**config.mk**
```make
export PLATFORM = sky130hd
export DESIGN_NAME = mem_busy_monitor
export DESIGN_NICKNAME = d
export VERILOG_FILES = /design/src/rtl/mbm_pkg.sv /design/src/rtl/mbm_regs.sv /design/src/rtl/mbm_ctrl_fsm.sv /design/src/rtl/mbm_sat_counter.sv /design/src/rtl/mbm_idle_calc.sv /design/src/rtl/mem_busy_monitor.sv
export SDC_FILE = /design/constraint.sdc
export NUM_CORES = 1
export LEC_CHECK = 0
export BUFFER_PORTS_ARGS = -buffer_cell sky130_fd_sc_hd__clkbuf_2
export CORE_MARGIN = 2
export CORE_UTILIZATION = 35
export DETAILED_ROUTE_END_ITERATION = 10
export SYNTH_ARGS = -nofsm -noshare
export SYNTH_HDL_FRONTEND = slang
export SYNTH_SLANG_ARGS = --single-unit
```
**constraint.sdc**
```tcl
create_clock -name clk -period 4.7 [get_ports clk]
set_input_delay 0.47 -clock clk [delete_from_list [all_inputs] [get_ports clk]]
set_output_delay 0.47 -clock clk [all_outputs]
set_load 0.05 [all_outputs]
```
**src/rtl/mbm_pkg.sv**
```systemverilog
package mbm_pkg;

    typedef enum logic [1:0] {
        CMD_RESET   = 2'd0,
        CMD_CLEAR   = 2'd1,
        CMD_ENABLE  = 2'd2,
        CMD_DISABLE = 2'd3
    } gather_cmd_e;

    typedef enum logic [1:0] {
        ST_IDLE = 2'd0,
        ST_RUN  = 2'd1,
        ST_HALT = 2'd2,
        ST_DONE = 2'd3
    } mon_state_e;

    localparam logic [1:0] ADDR_MODE   = 2'd0;
    localparam logic [1:0] ADDR_LIMIT  = 2'd1;
    localparam logic [1:0] ADDR_MEMCFG = 2'd2;

    localparam logic [1:0] KIND_UNSUPPORTED = 2'd3;

    localparam int SCALE_W = 2;
    localparam logic [SCALE_W-1:0] SCALE_RESET = 2'd1;

endpackage

```
**src/rtl/mbm_regs.sv**
```systemverilog
module mbm_regs
    import mbm_pkg::*;
#(
    parameter int CNT_W = 24
) (
    input  logic               clk,
    input  logic               rst_n,
    input  logic               wr_en,
    input  logic [1:0]         wr_addr,
    input  logic [CNT_W-1:0]   wr_data,
    output logic               cmd_valid,
    output gather_cmd_e        cmd,
    output logic [CNT_W-1:0]   limit_q,
    output logic [SCALE_W-1:0] scale_q,
    output logic               type_err_q
);

    logic       limit_wr;
    logic       cfg_wr;
    logic [1:0] kind;
    logic       wide16;

    assign cmd_valid = wr_en && (wr_addr == ADDR_MODE);
    assign cmd       = gather_cmd_e'(wr_data[1:0]);
    assign limit_wr  = wr_en && (wr_addr == ADDR_LIMIT);
    assign cfg_wr    = wr_en && (wr_addr == ADDR_MEMCFG);
    assign kind      = wr_data[1:0];
    assign wide16    = wr_data[2];

    always_ff @(posedge clk or negedge rst_n) begin
        if (!rst_n) begin
            limit_q <= '1;
        end else if (cmd_valid && cmd == CMD_RESET) begin
            limit_q <= '1;
        end else if (limit_wr) begin
            limit_q <= wr_data;
        end
    end

    always_ff @(posedge clk or negedge rst_n) begin
        if (!rst_n) begin
            scale_q    <= SCALE_RESET;
            type_err_q <= 1'b0;
        end else if (cfg_wr) begin
            if (kind == KIND_UNSUPPORTED) begin
                type_err_q <= 1'b1;
            end else begin
                type_err_q <= 1'b0;
                scale_q    <= SCALE_RESET + SCALE_W'(wide16);
            end
        end
    end

    // an unsupported kind flags an error and keeps the scale
    a_r7_bad_kind_keeps_scale: assert property (@(posedge clk) disable iff (!rst_n)
        (wr_en && wr_addr == ADDR_MEMCFG && wr_data[1:0] == 2'd3)
        |=> ($stable(scale_q) && type_err_q));

    // the reset command restores the full-scale limit
    a_r2_reset_limit_ones: assert property (@(posedge clk) disable iff (!rst_n)
        (wr_en && wr_addr == ADDR_MODE && wr_data[1:0] == 2'd0)
        |=> (limit_q == '1));

endmodule

```
**src/rtl/mbm_ctrl_fsm.sv**
```systemverilog
module mbm_ctrl_fsm
    import mbm_pkg::*;
#(
    parameter int CNT_W = 24
) (
    input  logic             clk,
    input  logic             rst_n,
    input  logic             cmd_valid,
    input  gather_cmd_e      cmd,
    input  logic [CNT_W-1:0] total,
    input  logic [CNT_W-1:0] limit,
    output mon_state_e       state,
    output logic             cnt_clr,
    output logic             cnt_inc,
    output logic             collecting,
    output logic             done
);

    mon_state_e nxt;
    logic       room;
    logic       last;

    assign room = total < limit;
    assign last = ({1'b0, total} + {{CNT_W{1'b0}}, 1'b1}) >= {1'b0, limit};

    always_ff @(posedge clk or negedge rst_n) begin
        if (!rst_n) state <= ST_IDLE;
        else        state <= nxt;
    end

    always_comb begin
        nxt = state;
        if (cmd_valid) begin
            unique case (cmd)
                CMD_RESET, CMD_CLEAR: nxt = ST_IDLE;
                CMD_ENABLE:           nxt = ST_RUN;
                CMD_DISABLE:          nxt = ST_HALT;
                default:              nxt = state;
            endcase
        end else begin
            unique case (state)
                ST_RUN:  if (!room || last) nxt = ST_DONE;
                ST_IDLE: nxt = ST_IDLE;
                ST_HALT: nxt = ST_HALT;
                ST_DONE: nxt = ST_DONE;
                default: nxt = ST_IDLE;
            endcase
        end
    end

    always_comb begin
        cnt_clr    = cmd_valid && (cmd == CMD_RESET || cmd == CMD_CLEAR);
        cnt_inc    = 1'b0;
        collecting = 1'b0;
        done       = 1'b0;
        unique case (state)
            ST_RUN: begin
                collecting = 1'b1;
                cnt_inc    = !cmd_valid && room;
            end
            ST_DONE: done = 1'b1;
            ST_IDLE, ST_HALT: ;
            default: ;
        endcase
    end

    // completion follows a run with no command in the way
    a_r4_done_from_run: assert property (@(posedge clk) disable iff (!rst_n)
        $rose(done) |-> ($past(state) == ST_RUN && !$past(cmd_valid)));

    // a command clock never advances the counters
    a_r6_cmd_blocks_count: assert property (@(posedge clk) disable iff (!rst_n)
        cmd_valid |-> !cnt_inc);

endmodule

```
**src/rtl/mbm_sat_counter.sv**
```systemverilog
module mbm_sat_counter #(
    parameter int W = 24
) (
    input  logic         clk,
    input  logic         rst_n,
    input  logic         clr,
    input  logic         inc,
    output logic [W-1:0] count
);

    localparam logic [W-1:0] TOP = '1;

    always_ff @(posedge clk or negedge rst_n) begin
        if (!rst_n)                     count <= '0;
        else if (clr)                   count <= '0;
        else if (inc && count != TOP)   count <= count + 1'b1;
    end

    // a full counter never wraps back to zero
    a_r9_no_wrap: assert property (@(posedge clk) disable iff (!rst_n)
        (!clr && count == TOP) |=> (count == TOP));

endmodule

```
**src/rtl/mbm_idle_calc.sv**
```systemverilog
module mbm_idle_calc #(
    parameter int CNT_W   = 24,
    parameter int SCALE_W = 2
) (
    input  logic [CNT_W-1:0]   total,
    input  logic [CNT_W-1:0]   active,
    input  logic [SCALE_W-1:0] scale,
    output logic [CNT_W-1:0]   idle
);

    localparam int SW = CNT_W + (1 << SCALE_W) - 1;

    logic [SW-1:0] scaled;
    logic [SW-1:0] total_w;

    assign scaled  = SW'(active) << scale;
    assign total_w = SW'(total);

    always_comb begin
        if (total_w > scaled) idle = CNT_W'(total_w - scaled);
        else                  idle = '0;
    end

    // the derived idle count never exceeds the total
    a_r8_idle_bounded: assert final (idle <= total);

endmodule

```
**src/rtl/mem_busy_monitor.sv**
```systemverilog
module mem_busy_monitor
    import mbm_pkg::*;
#(
    parameter int CNT_W = 24
) (
    input  logic               clk,
    input  logic               rst_n,
    input  logic               wr_en,
    input  logic [1:0]         wr_addr,
    input  logic [CNT_W-1:0]   wr_data,
    input  logic               mem_access,
    output logic [CNT_W-1:0]   total_cycles,
    output logic [CNT_W-1:0]   active_cycles,
    output logic [CNT_W-1:0]   idle_cycles,
    output logic [SCALE_W-1:0] scale_exp,
    output logic               collecting,
    output logic               sample_done,
    output logic               type_err
);

    localparam int NCNT = 2;

    logic                       cmd_valid;
    gather_cmd_e                cmd;
    logic [CNT_W-1:0]           limit_q;
    mon_state_e                 state;
    logic                       cnt_clr;
    logic                       cnt_inc;
    logic [NCNT-1:0]            inc_v;
    logic [NCNT-1:0][CNT_W-1:0] cnt_q;

    mbm_regs #(.CNT_W(CNT_W)) u_regs (
        .clk        (clk),
        .rst_n      (rst_n),
        .wr_en      (wr_en),
        .wr_addr    (wr_addr),
        .wr_data    (wr_data),
        .cmd_valid  (cmd_valid),
        .cmd        (cmd),
        .limit_q    (limit_q),
        .scale_q    (scale_exp),
        .type_err_q (type_err)
    );

    mbm_ctrl_fsm #(.CNT_W(CNT_W)) u_fsm (
        .clk        (clk),
        .rst_n      (rst_n),
        .cmd_valid  (cmd_valid),
        .cmd        (cmd),
        .total      (cnt_q[0]),
        .limit      (limit_q),
        .state      (state),
        .cnt_clr    (cnt_clr),
        .cnt_inc    (cnt_inc),
        .collecting (collecting),
        .done       (sample_done)
    );

    assign inc_v = {cnt_inc & mem_access, cnt_inc};

    for (genvar g = 0; g < NCNT; g++) begin : g_cnt
        mbm_sat_counter #(.W(CNT_W)) u_cnt (
            .clk   (clk),
            .rst_n (rst_n),
            .clr   (cnt_clr),
            .inc   (inc_v[g]),
            .count (cnt_q[g])
        );
    end

    assign total_cycles  = cnt_q[0];
    assign active_cycles = cnt_q[1];

    mbm_idle_calc #(.CNT_W(CNT_W), .SCALE_W(SCALE_W)) u_idle (
        .total  (total_cycles),
        .active (active_cycles),
        .scale  (scale_exp),
        .idle   (idle_cycles)
    );

    // active clocks are a subset of total clocks
    a_r3_active_le_total: assert property (@(posedge clk) disable iff (!rst_n)
        active_cycles <= total_cycles);

    // readings hold while halted and untouched
    a_r5_halt_stable: assert property (@(posedge clk) disable iff (!rst_n)
        (state == ST_HALT && !wr_en)
        |=> ($stable(total_cycles) && $stable(active_cycles)));

    // readings hold after the window completes
    a_r4_done_stable: assert property (@(posedge clk) disable iff (!rst_n)
        (sample_done && !wr_en)
        |=> ($stable(total_cycles) && $stable(active_cycles) && sample_done));

    // clear or reset command zeroes both readings
    a_r2_clear_zero: assert property (@(posedge clk) disable iff (!rst_n)
        (wr_en && wr_addr == ADDR_MODE && wr_data[1] == 1'b0)
        |=> (total_cycles == '0 && active_cycles == '0));

endmodule

```
Yosys cells after proc, flatten, opt, wreduce, memory -nomap -nowiden
Cells that the tools add are included.
{ "totals": {"wordCells": 63, "ff_bits": 77} }
{ "classes": {"shifts": 1, "n_eq_ne": 11, "n_lt_le_gt_ge": 3, "n_mux": 15, "reduce_logical": 20, "bitwise": 2, "add_sub_neg": 5} }
{ "op_table": {"columns": ["operator", "n"], "rows": [
  ["24-bit 2-to-1 mux", 7],
  ["24-bit by 1-bit adder with 24-bit output, second input constant", 2],
  ["24-bit inequality test, second input constant", 2],
  ["24-bit by 27-bit greater-than comparator with 1-bit output", 1],
  ["24-bit by 2-bit left shift with 27-bit output", 1],
  ["24-bit by 1-bit adder with 25-bit output, second input constant", 1],
  ["25-bit by 24-bit >= comparator with 1-bit output", 1],
  ["24-bit < comparator", 1],
  ["24-bit subtractor", 1],
  ["2-bit == test, second input constant", 5],
  ["1-bit logical AND", 8],
  ["2-bit one-hot mux with 4 select lines", 1],
  ["2-bit by 1-bit == test with 1-bit output, second input constant", 3],
  ["2-bit logical NOT", 3],
  ["2-bit one-hot mux with 3 select lines", 1],
  ["2-bit nonzero test", 3],
  ["1-bit 2-to-1 mux", 4],
  ["2-bit 2-to-1 mux", 2],
  ["3-bit by 1-bit inequality test with 1-bit output, second input constant", 1],
  ["1-bit by 1-bit adder with 2-bit output, first input constant", 1],
  ["1-bit logical NOT", 2],
  ["1-bit logical OR", 2],
  ["2-bit AND reduction", 1],
  ["2-bit OR reduction", 1],
  ["other kinds (2)", 2]
]} }

Logic depth before layout (Yosys ltp)
Gate-level depths: netlist of run 1.
{ "logic_depth": {"word_depth": 9, "mapped_depth": 14} }

Cells and area by module
Synthesis of run 1 repeated with hierarchy kept, for this count alone.
{ "unflattened": {"cells_unflattened": 867, "area_unflattened_um2": 7537.2} }
{ "modules_own_cells": {"columns": ["mod", "cells_per_inst", "area_each_um2", "seq_area_each_um2", "n_inst"], "rows": [
  ["mbm_sat_counter", 146, 1357.6, 600.6, 2],
  ["mbm_idle_calc", 283, 2094.5, 0.0, 1],
  ["mbm_ctrl_fsm", 222, 1641.6, 50.0, 1],
  ["mbm_regs", 69, 1079.8, 706.9, 1],
  ["mem_busy_monitor", 1, 6.3, 0.0, 1]
]} }

Worst setup path after synthesis of run 1
No wires, ideal clock.
{ "synth_path": {"kind": "register -> output", "start": "reg u_regs.scale_q[0]", "end": "out idle_cycles[20]", "t_required_ns": 4.230, "path_stages_with_launch": 14, "path_slack_ns": -1.890, "arrival_time_ns": 6.120, "n_path_buf": 3, "path_cell_list": "dfstp_2 -> clkbuf_1 -> clkbuf_1 -> clkbuf_1 -> a211oi_1 -> a21oi_1 -> inv_1 -> ha_1 -> nand3_1 -> a211oi_1 -> o211ai_1 -> a211oi_1 -> o21ai_1 -> a2111oi_0"} }
{ "synth_via": {"elab_chain_len": 3, "elab_cells_between_ends": 4, "cone_classes": "1 x add/sub; 1 x order compare; 1 x shift; 1 x mux"} }
{ "synth_rtl": {"columns": ["item", "line_no", "source"], "rows": [
  ["start, declared", "mbm_regs.sv:14", "output logic [SCALE_W-1:0] scale_q,"],
  ["start signal, assigned", "mbm_regs.sv:49", "scale_q <= SCALE_RESET + SCALE_W'(wide16);"],
  ["24-bit by 2-bit left shift with 27-bit output (*)", "mbm_idle_calc.sv:16", "assign scaled = SW'(active) << scale;"],
  ["24-bit subtractor or 24-bit by 27-bit greater-than comparator with 1-bit output (tied branches)", "mbm_idle_calc.sv:20", "if (total_w > scaled) idle = CNT_W'(total_w - scaled);"],
  ["24-bit 2-to-1 mux (*)", "mbm_idle_calc.sv:20", null],
  ["end, declared", "mem_busy_monitor.sv:14", "output logic [CNT_W-1:0] idle_cycles,"]
]} }
Mark *: on every way between the ends. The rest lies on a longest branch, timed or not.

Worst setup path after layout of run 1
{ "layout_path": {"start": "reg u_regs.scale_q[0]", "end": "out idle_cycles[21]"} }
The elaborated chain is that of the path after synthesis.

==> reports/metrics.csv, run 1 <==
stage,metric,value,unit
route,Iter 0 DRT Violations,418,
route,Routed WL per cell,17.2,um
worst_setup_path,crit end category,primary output,
floorplan,die footprint,0.0212,mm2
synthesis,Area contributors post-synth,"dfrtp_1 (19%), ha_1 (13%), dfstp_2 (9.3%)",
global_routing,GR Layer Usage met1,26.3,%
synthesis,syn_area_per_cell,8.38,um2
timing,Max-slew headroom,31.1,%
synthesis,Mapped Nets,944,
job,MaxCap Viol Count,0,
clock_tree,CTS buffer count,9,
route,via count,6584,
timing,fin crit share,93.1,%
synthesis,mapped cell area,0.00703,mm2
synthesis,largest area contributor in the netlist,dfrtp_1,
clock_tree,worst skew pair latency,0.35,ns
run_status,status,finished clean,
clock_tree,CTS tree,done,
worst_setup_path,Crit Path Class,flop to primary output,
timing,clock period minus worst slack,4.37,ns
layout,share of layout cells above drive strength 1,24.2,%
layout,# diodes,0,
floorplan,initial core utilization,35.9,%
timing,RSZ-0062 raised after global routing,no,
global_routing,GR Util met3,3.89,%
timing,setup violators final,0,
floorplan,Die Y,146,um
layout,"Cell Count, Final, Fillers Out",1203,
timing,Pins Over Slew Limit,0,
global_routing,vias in the first global route,6473,
synthesis,post-synth cell types,59,
power_and_ir_drop,NetSw,1600,uW
clock_tree,clock transition at the registers of the reported paths,0.07,ns
power_and_ir_drop,cell leakage power,0.00408,uW
synthesis,synth warn,0,
global_routing,grt ovf,0,
power_and_ir_drop,Clock power frac,20.7,%
timing,TNS Setup,0,ns
power_and_ir_drop,internal power,1810,uW
global_routing,pin count of the biggest net entering global routing,78,
worst_setup_path,launching point of the worst reg2reg path,g_cnt[0].u_cnt.count[1],
worst_hold_path,path type of the worst min-delay path,input port to async pin,
floorplan,number of cell rows,51,
worst_setup_path,CP max FO,15,
clock_tree,total clock sinks,77,
placed_design,dpl cell area,0.00803,mm2
synthesis,"EDFF count, synth",0,
synthesis,Post-Synthesis Cells,839,
worst_setup_path,CP Launch Type,flop,
placed_design,port buffer count,106,
layout,fin nets,1038,
worst_setup_path,arrival time at the worst endpoint,3.90,ns
timing,skew final,0.00976,ns
floorplan,Ports,107,
power_and_ir_drop,register share of total power,24.9,%
synthesis,sequential share of the synthesized area,27.8,%
floorplan,chip width,146,um
layout,Area growth syn-to-layout,19.1,%
global_routing,met2 global-route usage,32.4,%
route,antenna-violating nets left,0,
synthesis,"top cells by count, synth","nand2_1 (109), ha_1 (74), inv_1 (58), nor2_1 (58), dfrtp_1 (52)",
synthesis,top cell type's share of synthesized area,18.5,%
global_routing,first-pass GRT wire length,33.9,mm
route,Total Wirelength,20.7,mm
worst_setup_path,timing startpoint of the critical path,u_regs.scale_q[0],
power_and_ir_drop,Logic pwr share,54.4,%
clock_tree,CTS Buffer Depth,2,
synthesis,top_reg_cell synth,dfrtp_1,
placed_design,Post-DP HPWL,16.1,mm
clock_tree,Root Buffer,clkbuf_16,
layout,design area,0.00837,mm2
synthesis,synthesized flop and latch total,77,
global_routing,Global Route Usage Sum,19.8,%
clock_tree,H-tree depth,3,
worst_setup_path,CP required,4.23,ns
floorplan,core area,0.0196,mm2
route,drt drc,0,
power_and_ir_drop,Pwr Density,407,mW/mm2
route,Pre-Repair DR Iteration Count,7,
power_and_ir_drop,peak supply drop,197,uV
worst_setup_path,Worst Reg2Reg Path Length in Cells,14,
timing,Worst-Margin Slew,1.03,ns
power_and_ir_drop,total power,3410,uW
layout,# fillers,1971,
timing,"Hold Vio Cnt, Final",0,
power_and_ir_drop,Sw Share,47.0,%
placed_design,gpl congestion,0.910,
timing,Fmax,229,MHz
timing,worst hold slack,0.267,ns
clock_tree,CTS hold repair buffers,0,
synthesis,Post-synth ARST share,100,%
global_routing,busiest layer in global routing,met2,
synthesis,most frequent cell after synthesis,nand2_1,
route,routed vias/inst,5.47,
global_routing,initial antenna violation count,0,
placed_design,placed cells,1185,
==> placed cells by master, fill, tap and decap left out, drive strengths merged, types with 3 or more instances in the layout <==
cell     instances
xnor2           26
o31ai            3
inv             60
nand3           40
o2111ai          3
a211oi          12
mux2             9
nor2            58
o21ai           30
nor4             4
dfstp           25
a21o            19
nand2b          23
dfrtp           52
nand2          109
o211ai          25
a21oi           50
mux2i           10
a31o             9
and2             7
nand4           14
o21a             9
o21bai           3
a221o            3
and3            19
or2              4
nor3            26
nor3b            5
or4              5
mux4            15
clkbuf         116
xor2            15
a31oi            6
ha              74
nor2b           10
buf             16
==> power by group through the flow <==
stage / clock network, uW / logic, uW / registers, uW
floorplan: 0 / 1310 / 909
global placement: 0 / 1810 / 855
detailed placement: 0 / 1810 / 858
CTS: 718 / 1840 / 846
global route: 744 / 2010 / 862
finish: 705 / 1850 / 848
==> layer usage <==
metal  wire length [um]  part of all wire, %  up-vias
met5                  0                    0        -
met4                478                  2.3        0
met3               1110                  5.4       32
met2               9710                   47      206
met1               9410                   45     3142
li1                   -                    -     3204
==> kinds of logic (layout without fill, tap and decap cells) <==
logic type	count (synthesis)	in the layout	share of synthesized area [%]
AND/OR/NAND/NOR	333	333	23.4
AO/OA/AOI/OAI	184	184	17.3
buffers and inverters	95	194	5.21
flip-flops	77	77	27.8
adder cells (fa/ha/maj)	75	75	13.5
XOR/XNOR	41	41	5.11
multiplexers	34	34	7.67
==> through the flow <==
stage               utilization (%)  worst slack, ns
CTS                            42.7            0.143
detailed placement             41.0            0.391
global route                   42.7           0.0447
finish                         42.7            0.326
floorplan                         -           0.0492
global placement               41.0            0.459
==> timing repair <==
item | 4_1_cts | 5_1_grt
buffers inserted | 2 | 0
resized for setup | 0 | 3
setup endpoints to repair | 10 | 21
pin swaps | 1 | 0
==> worst max-delay path: stages, from the launching register on <==
cell and delay, ns:
dfstp_4 0.74, buf_12 0.19, mux4_2 0.49, inv_1 0.06
ha_1 0.27, and3_1 0.27, and2_1 0.20, a32oi_1 0.40
a31oi_1 0.23, o21a_1 0.25, nor3_4 0.17, clkbuf_2 0.29
==> area by class of cell <==
| cell class | count | area (um2) | area share [%] |
|---|---|---|---|
| clock inverters | 4 | 28.8 | 0.344 |
| well taps | 265 | 332 | 3.96 |
| flip-flops and latches | 77 | 1960 | 23.4 |
| inverters | 58 | 218 | 2.60 |
| clock buffers | 12 | 268 | 3.20 |
| multi-input cells | 667 | 4870 | 58.2 |
| repair buffers | 120 | 691 | 8.25 |
==> worst paths after layout <==
kind	endpoint	slack, ns
min in group clk	u_regs.limit_q[10]	0.34
setup / recovery	idle_cycles[21]	0.33
hold reg to reg	u_regs.type_err_q	0.54
hold / removal	g_cnt[0].u_cnt.count[20]	0.27
setup reg to reg	u_fsm.state[1]	1.17
max in group asynchronous	g_cnt[1].u_cnt.count[13]	3.72
==> registers in the layout (all words and copies together), names as in the netlist <==
register           flops
g_cnt.u_cnt.count     48
u_regs.scale_q         2
u_fsm.state            2
u_regs.limit_q        24
u_regs.type_err_q      1
(Power assumes the default switching activity.)
==> run 2, diff against run 1 <==
--- a/config.mk
+++ b/config.mk
@@ -9,6 +9,7 @@
 export CORE_MARGIN = 2
 export CORE_UTILIZATION = 35
 export DETAILED_ROUTE_END_ITERATION = 10
+export RECOVER_POWER = 100
 export SYNTH_ARGS = -nofsm -noshare
 export SYNTH_HDL_FRONTEND = slang
 export SYNTH_SLANG_ARGS = --single-unit
==> run 2 against run 1 <==
  * The flow now finishes with violations (max-capacitance violations, max-slew violations)
  * Cell count unchanged
  * Critical endpoint is now idle_cycles[16]
  * Sequential power hardly changed
  * Wire length rose by 0.47%
  * Clock skew up 0.00081 ns
  * Clock-buffer cell count is the same
  * Clock power is essentially flat
  * Highest routed layer unchanged
  * Die area unchanged
  * Critical path depth is 3 higher
==> reports/metrics.csv, run 2 (same netlist as run 1, synthesis figures left out) <==
stage,metric,value,unit,change
run_status,status,finished with violations,,
run_status,failing checks,"max-capacitance violations, max-slew violations",,
route,routed vias/inst,5.46,,-0.26%
placed_design,port buffer count,106,,unchanged
global_routing,vias in the first global route,6473,,unchanged
timing,skew final,0.0106,ns,+0.000806 ns
timing,setup violators final,0,,unchanged
route,drt drc,0,,unchanged
floorplan,core area,0.0196,mm2,unchanged
layout,# diodes,0,,unchanged
worst_setup_path,Crit Path Class,flop to primary output,,
timing,Pins Over Slew Limit,78,,+78
route,Total Wirelength,20.8,mm,+0.47%
floorplan,die footprint,0.0212,mm2,unchanged
clock_tree,clock transition at the registers of the reported paths,0.07,ns,about the same
placed_design,Post-DP HPWL,16.1,mm,unchanged
power_and_ir_drop,register share of total power,25.6,%,+0.7 points
timing,TNS Setup,0,ns,unchanged
layout,max reg flops,48,,unchanged
power_and_ir_drop,Clock power frac,21.3,%,+0.6 points
power_and_ir_drop,Logic pwr share,53.2,%,-1.2 points
worst_setup_path,CP Launch Type,flop,,
placed_design,gpl congestion,0.910,,unchanged
clock_tree,total clock sinks,77,,unchanged
clock_tree,CTS tree,done,,
layout,largest registers,"g_cnt.u_cnt.count (48), u_regs.limit_q (24)",,
floorplan,number of cell rows,51,,unchanged
worst_setup_path,CP max FO,15,,unchanged
power_and_ir_drop,internal power,1760,uW,-2.8%
clock_tree,CTS hold repair buffers,0,,unchanged
global_routing,Global Route Usage Sum,19.8,%,unchanged
timing,Max-slew headroom,-33.7,%,-65 points
route,via count,6567,,-0.26%
route,Pre-Repair DR Iteration Count,6,,-1
floorplan,initial core utilization,35.9,%,unchanged
power_and_ir_drop,Sw Share,47.1,%,+0.076 points
timing,"Hold Vio Cnt, Final",0,,unchanged
power_and_ir_drop,cell leakage power,0.00386,uW,-5.3%
power_and_ir_drop,Pwr Density,404,mW/mm2,-0.58%
job,MaxCap Viol Count,2,,+2
worst_hold_path,path type of the worst min-delay path,input port to flop,,
worst_setup_path,crit end category,primary output,,
power_and_ir_drop,NetSw,1560,uW,-2.5%
global_routing,initial antenna violation count,0,,unchanged
clock_tree,CTS Buffer Depth,2,,unchanged
route,antenna-violating nets left,0,,unchanged
timing,fin crit share,93.0,%,about the same
timing,Worst-Margin Slew,2.00,ns,+0.971 ns
layout,Largest Register,g_cnt.u_cnt.count,,
global_routing,first-pass GRT wire length,33.9,mm,unchanged
timing,clock period minus worst slack,4.37,ns,-0.00305 ns
clock_tree,worst skew pair latency,0.35,ns,about the same
global_routing,grt ovf,0,,unchanged
clock_tree,CTS buffer count,9,,unchanged
layout,fin nets,1038,,unchanged
clock_tree,Root Buffer,clkbuf_16,,
timing,Fmax,229,MHz,about the same
floorplan,chip width,146,um,unchanged
route,Iter 0 DRT Violations,506,,+21%
layout,Area growth syn-to-layout,16.6,%,
worst_setup_path,arrival time at the worst endpoint,3.90,ns,about the same
clock_tree,H-tree depth,3,,unchanged
layout,"most common cell after layout, fill and taps aside",nand2_1,,
timing,worst hold slack,0.341,ns,+0.0738 ns
layout,share of layout cells above drive strength 1,16.5,%,-7.7 points
worst_setup_path,CP required,4.23,ns,about the same
layout,most frequent cells in the layout,"nand2_1 (109), ha_1 (74), inv_1 (58)",,
floorplan,Ports,107,,unchanged
power_and_ir_drop,peak supply drop,196,uV,-0.64%
floorplan,Die Y,146,um,unchanged
global_routing,pin count of the biggest net entering global routing,78,,unchanged
timing,RSZ-0062 raised after global routing,no,,
route,Routed WL per cell,17.3,um,+0.47%
## run 2: changes by cell type in the layout (fill, tap and decap cells not counted), moves of 2 or more
cell,before,now
nor2_1,43,55
nor3_1,20,22
buf_12,4,2
clkbuf_2,104,51
buf_4,12,10
clkbuf_1,1,57
nor2_2,15,3
nor3_2,2,0
## run 2: per-layer routing
metal	GRT usage, %	vias to the layer above	part of all wire (%)
li1	-	3199	-
met1	26.3	3159	45
met2	32.4	174	47
met3	3.89	35	5.1
met4	6.52	0	2.5
met5	0	-	0
## run 2: path summary, 6_finish.rpt
path	startpoint	to	slack, ns	depth (start not counted)
setup reg to reg	g_cnt[0].u_cnt.count[21]	g_cnt[0].u_cnt.count[16]	0.59	8
setup / recovery	u_regs.scale_q[0]	idle_cycles[16]	0.33	14
hold / removal	wr_data[15]	u_regs.limit_q[15]	0.34	3
max in group asynchronous	rst_n	g_cnt[1].u_cnt.count[13]	2.81	1
min in group asynchronous	rst_n	g_cnt[0].u_cnt.count[20]	0.65	1
hold reg to reg	u_regs.type_err_q	u_regs.type_err_q	0.54	2
## run 2: power groups by stage
stage                     registers (uW)  logic [uW]  clock network (uW)
after floorplan                      909        1310                   0
after global placement               855        1810                   0
after detailed placement             858        1810                   0
after CTS                            846        1840                 718
after global routing                 862        1920                 744
final                                848        1760                 705
## run 2: cell type report
cell class              count  area (um2)
clock buffers              12         268
clock inverters             4        28.8
fillers                  2013       11400
inverters                  58         218
multi-input cells         667        4800
flip-flops and latches     77        1960
well taps                 265         332
repair buffers            120         592
## run 2: repair_timing
action | in CTS | in global routing
endpoints found under the setup margin | 10 | 21
pin swaps | 1 | 0
buffers inserted | 2 | 0
endpoints found under the hold margin | 0 | 0
resized for setup | 0 | 3
## run 2: stage by stage
| step | worst slack [ns] | power, uW | cell area, um2 | util, % | std cells |
|---|---|---|---|---|---|
| global placement | 0.459 | 2660 | 8030 | 41.0 | 1185 |
| detailed placement | 0.391 | 2670 | 8030 | 41.0 | 1185 |
| floorplan | 0.0492 | 2220 | 7180 | - | 839 |
| global route | 0.0405 | 3530 | 8200 | 41.8 | 1203 |
| CTS | 0.143 | 3410 | 8360 | 42.7 | 1203 |
| finish | 0.329 | 3320 | 8200 | 41.8 | 1203 |
## run 2: critical path, cell delays in order, from the launching register on
cell and delay [ns]:
dfstp_4 0.54, buf_12 0.18, inv_1 0.19, and3_1 0.21, ha_1 0.16, inv_1 0.05
fa_1 0.42, a211oi_1 0.36, nor3_1 0.13, nor2_1 0.18, o21bai_1 0.16, nand3_1 0.13
mux2_2 0.37, nor3_4 0.17, clkbuf_2 0.29
==> run 3, diff against run 2 <==
--- a/config.mk
+++ b/config.mk
@@ -6,7 +6,7 @@
 export NUM_CORES = 1
 export LEC_CHECK = 0
 export BUFFER_PORTS_ARGS = -buffer_cell sky130_fd_sc_hd__clkbuf_2
-export CORE_MARGIN = 2
+export CORE_MARGIN = 1.5
 export CORE_UTILIZATION = 35
 export DETAILED_ROUTE_END_ITERATION = 10
 export RECOVER_POWER = 100
==> run 3 against run 2 <==
  * Register-to-register slack gained 0.03 ns
  * Critical endpoint is now idle_cycles[7]
  * Clock-buffer cell count shrank 3
  * Core utilization shrank 0.32 points
  * Non-clock buffer count grew 4
  * Maximum frequency shrank 1.6%
  * Largest cell class unchanged
  * Flip-flop and latch count is the same
  * Global-route usage grew 0.64 points
  * The run still ends with max-capacitance violations, max-slew violations left
  * Wire length grew 0.18%
==> reports/metrics.csv, run 3 (same netlist as run 1, synthesis figures left out) <==
stage,metric,value,unit,change
power_and_ir_drop,Logic pwr share,52.9,%,-0.3 points
layout,# diodes,0,,unchanged
layout,max reg flops,48,,unchanged
timing,Fmax,225,MHz,-1.6%
layout,largest registers,"g_cnt.u_cnt.count (48), u_regs.limit_q (24)",,
run_status,failing checks,"max-capacitance violations, max-slew violations",,
timing,RSZ-0062 raised after global routing,no,,
clock_tree,CTS hold repair buffers,0,,unchanged
floorplan,initial core utilization,35.9,%,unchanged
worst_hold_path,hold path cells,3,,unchanged
clock_tree,H-tree depth,3,,unchanged
timing,setup violators final,0,,unchanged
floorplan,Die Y,145,um,-0.69%
timing,TNS Setup,0,ns,unchanged
global_routing,initial antenna violation count,0,,unchanged
clock_tree,CTS tree,done,,
global_routing,first-pass GRT wire length,33.2,mm,-2.1%
timing,Pins Over Slew Limit,80,,+2.6%
floorplan,core area,0.0196,mm2,unchanged
worst_setup_path,CP Launch Type,flop,,
route,Pre-Repair DR Iteration Count,5,,-1
worst_hold_path,Hold Path End,u_regs.limit_q[20],,
route,Routed WL per cell,17.3,um,-0.15%
floorplan,number of cell rows,51,,unchanged
layout,"most common cell after layout, fill and taps aside",nand2_1,,
worst_setup_path,Worst Reg2Reg Path Length in Cells,9,,+1
power_and_ir_drop,Sw Share,47.9,%,+0.82 points
worst_setup_path,CP required,4.23,ns,about the same
worst_setup_path,Bufs and invs on worst path,3,,-1
route,antenna-violating nets left,0,,unchanged
timing,skew final,0.0137,ns,+0.00312 ns
clock_tree,Root Buffer,clkbuf_16,,
layout,area occupied by multi-input gates,0.00474,mm2,-1.3%
floorplan,chip width,145,um,-0.69%
layout,fin nets,1042,,+0.39%
placed_design,port buffer count,106,,unchanged
power_and_ir_drop,NetSw,1560,uW,+0.18%
global_routing,pin count of the biggest net entering global routing,49,,-37%
worst_setup_path,Max stage delay on crit path,0.77,ns,+0.23 ns
power_and_ir_drop,Clock power frac,21.0,%,-0.3 points
route,drt drc,0,,unchanged
placed_design,dpl cell area,0.00805,mm2,+0.19%
power_and_ir_drop,register share of total power,26.1,%,+0.5 points
layout,fin util,41.5,%,-0.32 points
route,Iter 0 DRT Violations,403,,-20%
worst_setup_path,arrival time at the worst endpoint,3.97,ns,+0.07 ns
worst_setup_path,worst flop-to-flop path endpoint,g_cnt[0].u_cnt.count[16],,
layout,Storage cell area,0.00196,mm2,unchanged
placed_design,Post-DP HPWL,16.1,mm,+0.27%
timing,clock period minus worst slack,4.44,ns,+0.0695 ns
global_routing,grt ovf,0,,unchanged
global_routing,vias in the first global route,6133,,-5.3%
timing,fin crit share,94.5,%,+1.5 points
clock_tree,CTS Buffer Depth,2,,unchanged
timing,"Hold Vio Cnt, Final",0,,unchanged
clock_tree,clock transition at the registers of the reported paths,0.07,ns,about the same
worst_setup_path,launching point of the worst reg2reg path,u_regs.limit_q[21],,
worst_setup_path,Crit Path Class,flop to primary output,,
layout,share of layout cells above drive strength 1,16.1,%,-0.39 points
layout,most frequent cells in the layout,"nand2_1 (109), ha_1 (74), clkbuf_1 (59)",,
worst_setup_path,Critical Path Slowest Stage Cell,dfstp_4,,
power_and_ir_drop,internal power,1700,uW,-3.1%
power_and_ir_drop,cell leakage power,0.00386,uW,-0.11%
run_status,status,finished with violations,,
job,MaxCap Viol Count,3,,+1
worst_setup_path,reg2reg setup slack,0.62,ns,+0.03 ns
floorplan,die footprint,0.0209,mm2,-1.4%
route,Total Wirelength,20.8,mm,+0.18%
clock_tree,total clock sinks,77,,unchanged
worst_hold_path,path type of the worst min-delay path,input port to flop,,
timing,Worst-Margin Slew,2.27,ns,+0.269 ns
timing,Max-slew headroom,-51.6,%,-18 points
worst_setup_path,ordered list of cells on the worst path,mux4_2 > inv_1 > ha_1 > a21oi_1 > o21bai_1 > a221o_1 > a21o_1 > o21ai_1 > clkbuf_1 > nor4_4 > clkbuf_2,,
route,via count,6552,,-0.23%
worst_hold_path,critical hold path startpoint,wr_data[20],,
placed_design,gpl congestion,0.888,,-2.4%
global_routing,Global Route Usage Sum,20.5,%,+0.64 points
clock_tree,worst skew pair latency,0.35,ns,about the same
worst_setup_path,CP max FO,18,,+3
floorplan,Ports,107,,unchanged
power_and_ir_drop,peak supply drop,203,uV,+3.5%
power_and_ir_drop,Pwr Density,401,mW/mm2,-0.77%
layout,design area,0.00814,mm2,-0.76%
layout,Largest Register,g_cnt.u_cnt.count,,
worst_setup_path,crit end category,primary output,,
layout,# fillers,2054,,+2.0%
route,routed vias/inst,5.43,,-0.56%
layout,Area growth syn-to-layout,15.7,%,
clock_tree,CTS buffer count,9,,unchanged
worst_setup_path,Crit path max-delay family,compound AO/OA/AOI/OAI gates,,
## run 3: changes by cell type in the layout (fill, tap and decap cells not counted), moves of 2 or more
cell and change:
buf_4 +2, clkbuf_1 +2, inv_6 +2, nor2_1 -2
nor2_2 +2, nor3_1 +3, nor3_4 -3
## run 3: power by group through the flow
stage	clock, uW	sequential [uW]	combinational (uW)
finish	686	853	1730
global route	730	865	1870
CTS	701	850	1820
detailed placement	0	862	1810
global placement	0	859	1800
floorplan	0	909	1310
## run 3: per-stage QoR
| stage | std cells | total power, uW | worst slack, ns | hold slack (ns) |
|---|---|---|---|---|
| finish | 1207 | 3260 | 0.259 | 0.333 |
| global route | 1207 | 3460 | 0.0280 | 0.328 |
| CTS | 1205 | 3370 | 0.0623 | 0.105 |
| detailed placement | 1189 | 2680 | 0.445 | 0.479 |
| global placement | 1189 | 2660 | 0.522 | 0.476 |
| floorplan | 839 | 2220 | 0.0492 | 0.174 |
## run 3: worst register-to-register path, stage by stage (launching register included)
cell and delay (ns):
dfstp_2 0.52, inv_1 0.07, ha_1 0.29, a21o_1 0.18
a21o_1 0.19, a221o_1 0.35, a41o_1 0.38, nand3b_1 1.15
mux2_2 0.66, a21o_1 0.18
## run 3: worst max-delay path by stage
| stage | from | slack (ns) | cells after the start | end |
|---|---|---|---|---|
| 6_report | u_regs.scale_q[0] | 0.26 | 11 | idle_cycles[7] |
| 5_1_grt | u_regs.scale_q[0] | 0.03 | 12 | idle_cycles[16] |
| 4_1_cts | u_regs.scale_q[0] | 0.06 | 11 | idle_cycles[13] |
| 3_5_place_dp | u_regs.scale_q[0] | 0.44 | 11 | idle_cycles[13] |
| 3_3_place_gp | u_regs.scale_q[0] | 0.52 | 11 | idle_cycles[13] |
| 2_1_floorplan | u_regs.scale_q[0] | 0.05 | 14 | idle_cycles[16] |
## run 3: final cells by class
type                    count  area share, %
clock buffers               9           2.77
clock inverters             7          0.677
inverters                  58           2.68
multi-input cells         667           58.2
flip-flops and latches     77           24.1
well taps                 265           4.08
repair buffers            124           7.46
## run 3: what timing repair did
item,CTS,global route
setup endpoints to repair,0,13
buffers inserted,0,2
gates resized for setup,0,1
## run 3: metal layers
layer	wire length, um	global-route usage, %
met1	9820	28.2
met3	1000	3.06
met5	0	0
met2	9730	33.3
met4	291	5.53
